**src/rtl/tover_pkg.sv**
```systemverilog
package tover_pkg;

    typedef enum logic [1:0] {
        PH_IDLE  = 2'd0,
        PH_COUNT = 2'd1,
        PH_HELD  = 2'd2
    } tover_phase_e;

endpackage

```
**src/rtl/tover_counter.sv**
```systemverilog
module tover_counter
    import tover_pkg::*;
#(
    parameter int LIMIT = 1024,
    parameter int CNT_W = $clog2(LIMIT + 1)
) (
    input  logic clk_i,
    input  logic rst_ni,
    input  logic act_i,
    input  logic rdy_i,
    output logic expire_o,
    output logic fire_o
);

    localparam logic [CNT_W-1:0] LAST = CNT_W'(LIMIT - 1);

    typedef struct packed {
        tover_phase_e     phase;
        logic [CNT_W-1:0] cnt;
        logic             fire;
    } cnt_state_t;

    cnt_state_t s_d, s_q;

    always_comb begin
        s_d      = s_q;
        s_d.fire = 1'b0;
        if (!act_i) begin
            s_d.phase = PH_IDLE;
            s_d.cnt   = '0;
        end else begin
            case (s_q.phase)
                PH_HELD: begin
                    s_d.phase = PH_HELD;
                end
                default: begin
                    if (rdy_i) begin
                        s_d.phase = PH_COUNT;
                        s_d.cnt   = '0;
                    end else if (s_q.cnt == LAST) begin
                        s_d.phase = PH_HELD;
                        s_d.cnt   = s_q.cnt + 1'b1;
                        s_d.fire  = 1'b1;
                    end else begin
                        s_d.phase = PH_COUNT;
                        s_d.cnt   = s_q.cnt + 1'b1;
                    end
                end
            endcase
        end
    end

    always_ff @(posedge clk_i or negedge rst_ni) begin
        if (!rst_ni) begin
            s_q <= '{phase: PH_IDLE, cnt: '0, fire: 1'b0};
        end else begin
            s_q <= s_d;
        end
    end

    assign expire_o = s_d.fire;
    assign fire_o   = s_q.fire;

endmodule

```
**src/rtl/tover_flag.sv**
```systemverilog
module tover_flag (
    input  logic clk_i,
    input  logic rst_ni,
    input  logic set_i,
    input  logic clr_i,
    output logic flag_o
);

    typedef struct packed {
        logic flag;
    } flag_state_t;

    flag_state_t f_d, f_q;

    always_comb begin
        f_d = f_q;
        if (set_i) begin
            f_d.flag = 1'b1;
        end else if (clr_i) begin
            f_d.flag = 1'b0;
        end
    end

    always_ff @(posedge clk_i or negedge rst_ni) begin
        if (!rst_ni) begin
            f_q <= '{flag: 1'b0};
        end else begin
            f_q <= f_d;
        end
    end

    assign flag_o = f_q.flag;

endmodule

```
**src/rtl/bus_timeout_guard.sv**
```systemverilog
module bus_timeout_guard #(
    parameter int LIMIT = 1024
) (
    input  logic clk_i,
    input  logic rst_ni,
    input  logic cyc_active_i,
    input  logic dev_ready_i,
    input  logic tover_clr_i,
    input  logic irq_mask_i,
    output logic cpu_ready_o,
    output logic tover_flag_o,
    output logic tover_irq_o
);

    localparam int CNT_W = $clog2(LIMIT + 1);

    logic expire_w;
    logic fire_w;
    logic forced_w;

    tover_counter #(
        .LIMIT (LIMIT),
        .CNT_W (CNT_W)
    ) u_cnt (
        .clk_i    (clk_i),
        .rst_ni   (rst_ni),
        .act_i    (cyc_active_i),
        .rdy_i    (dev_ready_i),
        .expire_o (expire_w),
        .fire_o   (fire_w)
    );

    tover_flag u_flag (
        .clk_i  (clk_i),
        .rst_ni (rst_ni),
        .set_i  (expire_w),
        .clr_i  (tover_clr_i),
        .flag_o (tover_flag_o)
    );

    assign forced_w    = fire_w & cyc_active_i;
    assign cpu_ready_o = dev_ready_i | forced_w;
    assign tover_irq_o = tover_flag_o & ~irq_mask_i;

endmodule

```
**config.mk**
```make
export PLATFORM = sky130hd
export DESIGN_NAME = bus_timeout_guard
export DESIGN_NICKNAME = d
export VERILOG_FILES = /design/src/rtl/tover_pkg.sv /design/src/rtl/tover_counter.sv /design/src/rtl/tover_flag.sv /design/src/rtl/bus_timeout_guard.sv
export SDC_FILE = /design/constraint.sdc
export NUM_CORES = 1
export LEC_CHECK = 0
export ABC_CLOCK_PERIOD_IN_PS = 2900
export BUFFER_PORTS_ARGS = -buffer_cell sky130_fd_sc_hd__buf_2
export CORE_UTILIZATION = 40
export DETAILED_ROUTE_END_ITERATION = 8
export PLACE_DENSITY_LB_ADDON = 0.2
export SYNTH_ARGS = -nofsm -noshare
export SYNTH_HDL_FRONTEND = slang
export SYNTH_HIERARCHICAL = 1
export SYNTH_SLANG_ARGS = --single-unit
export TNS_END_PERCENT = 30
```
**constraint.sdc**
```tcl
create_clock -name clk_i -period 2.9 [get_ports clk_i]
set_input_delay 0.145 -clock clk_i [delete_from_list [all_inputs] [get_ports clk_i]]
set_output_delay 0.145 -clock clk_i [all_outputs]
set_load 0.01 [all_outputs]
```
# Yosys cells after proc, flatten, opt, wreduce, memory -nomap -nowiden
# Index checks and enable logic that the tools add are counted.
# word_totals
elab_cells	23
in_bits	6
register_bits	15
out_inout_bits	3
# classes
add_sub_neg	1
muxes	10
bitwise_logic	4
eq_ne	3
reduce_logical	1
# op_table
operator	count
$mux 13	3
$mux 12	1
$add 11x1->11 const B	1
$eq 11x10->1 const B	1
$mux 1	5
$and 1x1->1	2
$eq 2x2->1 const B	1
$mux 2	1
$ne 2x2->1 const B	1
$reduce_bool 2->1	1
$not 1->1	1
$or 1x1->1	1

# Logic depth before layout (Yosys ltp)
# depth
ltp_word	6
depth_mapped	5

# Modules after synthesis
# The synthesis kept the hierarchy.
# modules_own_cells
mod	cells_each	area_each_um2	n_inst	seq_area_each_um2
tover_counter	74	715.7	1	350.3
tover_flag	3	36.3	1	25.0
bus_timeout_guard	2	13.8	1	0.0

# Worst setup path before layout
# Ideal clock, no wire load.
# synth_path
path_kind	reg2reg
start	register u_cnt/s_q[1] (netlist bit)
end	register u_flag.f_q (netlist: u_flag/flag_o)
arrival_time_ns	1.292
n_path_buf	0
t_required_ns	2.835
synth_period_minus_slack_ns	1.356
setup_ns	0.065
stages_incl_launch_ff	6
path_slack_ns	1.544
cell_sequence	dfrtp_1 > ha_1 > and4_1 > nand4_1 > nor4_1 > a21o_1
# synth_via
elab_chain_cells	6
word_cells_on_any_way	7
cone_classes	eq/ne (1); mux (5); reduce/logical (1)
# synth_lines
item	line	rtl
from (decl)	tover_counter.sv:23	cnt_state_t s_d, s_q;
from (signal assigned)	tover_counter.sv:55	s_q <= '{phase: PH_IDLE, cnt: '0, fire: 1'b0};
$eq 11x10->1 (*)	tover_counter.sv:40	end else if (s_q.cnt == LAST) begin
$mux 1 (*)	tover_counter.sv:40	
$mux 1 (*)	tover_counter.sv:37	if (rdy_i) begin
$mux 12 (*)	tover_counter.sv:32	case (s_q.phase)
$mux 1 (*)	tover_counter.sv:28	if (!act_i) begin
via expire_w	bus_timeout_guard.sv:17	logic expire_w;
$mux 1 / $reduce_bool 2->1 (equally long branches)	n/a	
to (signal assigned)	tover_flag.sv:26	f_q <= '{flag: 1'b0};
to (decl)	tover_flag.sv:13	flag_state_t f_d, f_q;
# The timed path passes the listed nets; every way through them passes the cells marked *. The select of a mux whose other input is x is not followed.
# A chain may end at the register's enable or synchronous reset.

# Worst setup path after layout
# Ends and elaborated chain as after synthesis.

==> metrics.txt <==
outcome finished clean; Total Wirelength around 1600 um; GRT met3 Usage 7.14%; Net Count, Synth 86; Slew headroom 49.5%; flops & latches, synth 15; switching power between 80 and 90 uW; initial antenna violation count 0; Pleak 0.426 nW; met1 Use GR 23.8%; simple-gate portion of the synthesized area 27.9%; pin slew with the least headroom to its limit 0.755 ns; total power after layout about 360 uW; clock network power share 33.3%; die area 0.00209 mm2; Startpoint Class register; I/O pin count 9; initial DRC count 13; asr flop ratio synth 100%; Max Cap Viol 0; number of diodes 0; Top Usage Layer GRT met2; type of the most critical hold path in2reg; largest family of logic cells by synthesized area simple AND/OR/NAND/NOR gates; Setup WS pre-CTS 1.28 ns; synthesized area per cell 9.69 um2; Post-synth EDFFs 0; Core Region 0.00176 mm2; commonest non-fill, non-tap cells in the layout dfrtp_1 (15), buf_2 (8), nand2_1 (8), o21ai_0 (6), nand3_1 (6); largest net degree at the start of global routing 16; Worst IR Drop VDD roughly 320 uV; wire per inst 13.6 um; number of buffers added on ports 8; RSZ-0062 raised after global routing no; die height 45.8 um; number of setup buffers added after CTS 0; DR pass1 iterations 4; adder-cell area share of the yosys netlist 1.63%; Setup-failing EPs final 0; Net count, final 98; PwrDens 412 mW/mm2; CTS Buf Count 3; CP Data Required Time 3.12 ns; DR vias/cell 5.21; CP arrival ~1.9 ns; Fillers between 150 and 200; Final Hold Fails 0; Primary FF master, synth dfrtp_1; XOR/XNOR Fraction of Synth Area 0%; Comb pwr share 6.8%; commonest non-fill, non-tap cell in the layout dfrtp_1; layout cells sized above 1 20.0%; Seq/Total Area, Yosys 49.0%; crit path kind reg2reg; Clock Sink Count 15; CTS tree done; H-tree lvl count 1; final hold slack a little over 0.09 ns; vias in the first global route 545; cell-internal power approximately 270 uW; fmax 602 MHz; Ys Warns 6; CTS Root Cell clkbuf_4; Initial Util 43.4%; mapped cell area around 770 um2; M2 GR Usage about a quarter; Syn Inst Count roughly 80; Worst Setup End Kind register; Clock transition at path regs 0.08 ns; sequential share of power 59.9%; Final Worst Setup Slack roughly 1.2 ns; Synth Area in Compound Gates between 10% and 20%; DRT antenna net count 0; vias post-DR around 600; post-synthesis mux area share 0%; DIE WIDTH ~46 um; crit path time final 1.66 ns; # hold bufs at CTS 1; Setup Skew 0.00554 ns; Post-CTS Resized 0; Max Buffers Root-to-Sink 2; total grt overflow 0; worst-path maximum fanout 5; DR DRC count 0; area delta synth->final 12.7%; Tot GR Track Use 17.4%; Yosys cell types 29; fin. max-slew vios 0; GP Congestion 0.754; worst skew pair latency about 0.28 ns; final setup TNS 0 ns; switching share of power 22.8%; first-pass GRT wire length between 2000 and 3000 um; final worst-path cycle share 57.3%; Rows 15; detailed placement HPWL between 1000 and 1500 um
-- flip-flops by register name (all words and copies together), names as in the netlist --
signal         count
u_cnt/s_q         13
u_cnt/fire_o       1
u_flag/flag_o      1
-- worst max-delay path, stage by stage (launching register included) --
cell and delay, ns:
dfrtp_1 0.41, ha_1 0.23, and4_1 0.28, nand4_1 0.20
nor4_1 0.36, a21o_1 0.13
-- metrics by stage --
step	util (%)	area (um2)	std cells
6_report	48.9	863	115
5_1_grt	48.9	863	115
4_1_cts	48.9	863	115
3_5_place_dp	46.9	827	110
3_3_place_gp	46.9	827	110
2_1_floorplan	-	766	79
-- final cells by class --
cell class	instances	area, um2	area share [%]
inverters	3	11.3	1.30
well taps	25	31.3	3.62
multi-input cells	59	369	42.8
repair buffers	9	50.0	5.80
flip-flops and latches	15	375	43.5
clock buffers	4	26.3	3.04
-- kinds of logic (layout without fill, tap and decap cells) --
kind of cell    count (synthesis)  in the layout
compound gates                 21             21
fa+ha+maj                       1              1
buf+inv                         5             16
flops                          15             15
simple gates                   37             37
-- power by group through the flow --
stage                     Sequential [mW]  Clock [mW]  Combinational, mW
after detailed placement            0.217           0             0.0237
after global placement              0.217           0             0.0236
final                               0.213       0.119             0.0242
after floorplan                     0.217           0             0.0124
after global routing                0.214       0.139             0.0276
after CTS                           0.213       0.127             0.0248
-- metal layers --
metal / part of all wire [%] / routed length, um
met2: 44 / 688
met1: 53 / 820
met5: 0 / 0
met4: 0.77 / 12
met3: 2.5 / 39
-- final timing paths --
kind	from	endpoint	slack (ns)	depth (start not counted)
min in group asynchronous	rst_ni	u_cnt/s_q[8]$_DFFE_PN0P_	0.29	2
worst min-delay path	dev_ready_i	u_cnt/fire_o$_DFF_PN0_	0.09	2
max in group asynchronous	rst_ni	u_cnt/s_q[3]$_DFFE_PN0P_	2.35	2
worst max-delay path	u_cnt/s_q[1]$_DFFE_PN0P_	u_flag/flag_o$_DFFE_PN0P_	1.24	5
worst min register to register	u_flag/flag_o$_DFFE_PN0P_	u_flag/flag_o$_DFFE_PN0P_	0.50	1
worst max register to register	u_cnt/s_q[1]$_DFFE_PN0P_	u_flag/flag_o$_DFFE_PN0P_	1.24	5
-- cell usage after synthesis (all sizes together), types with 2 or more instances --
| cell | instances | area (um2) |
|---|---|---|
| nor2 | 4 | 15.0 |
| a21o | 5 | 38.8 |
| nand4 | 2 | 12.5 |
| a21oi | 2 | 10.0 |
| nand3 | 6 | 30.0 |
| a22o | 3 | 26.3 |
| buf | 2 | 10.0 |
| inv | 3 | 11.3 |
| nor2b | 2 | 15.0 |
| or4 | 2 | 15.0 |
| and3 | 2 | 12.5 |
| or3 | 3 | 21.3 |
| dfrtp | 15 | 375 |
| nor3 | 2 | 10.0 |
| o21ai | 6 | 30.0 |
| nand2 | 8 | 30.0 |
| o211ai | 3 | 22.5 |
No activity file was read; power rests on OpenSTA's default activity.
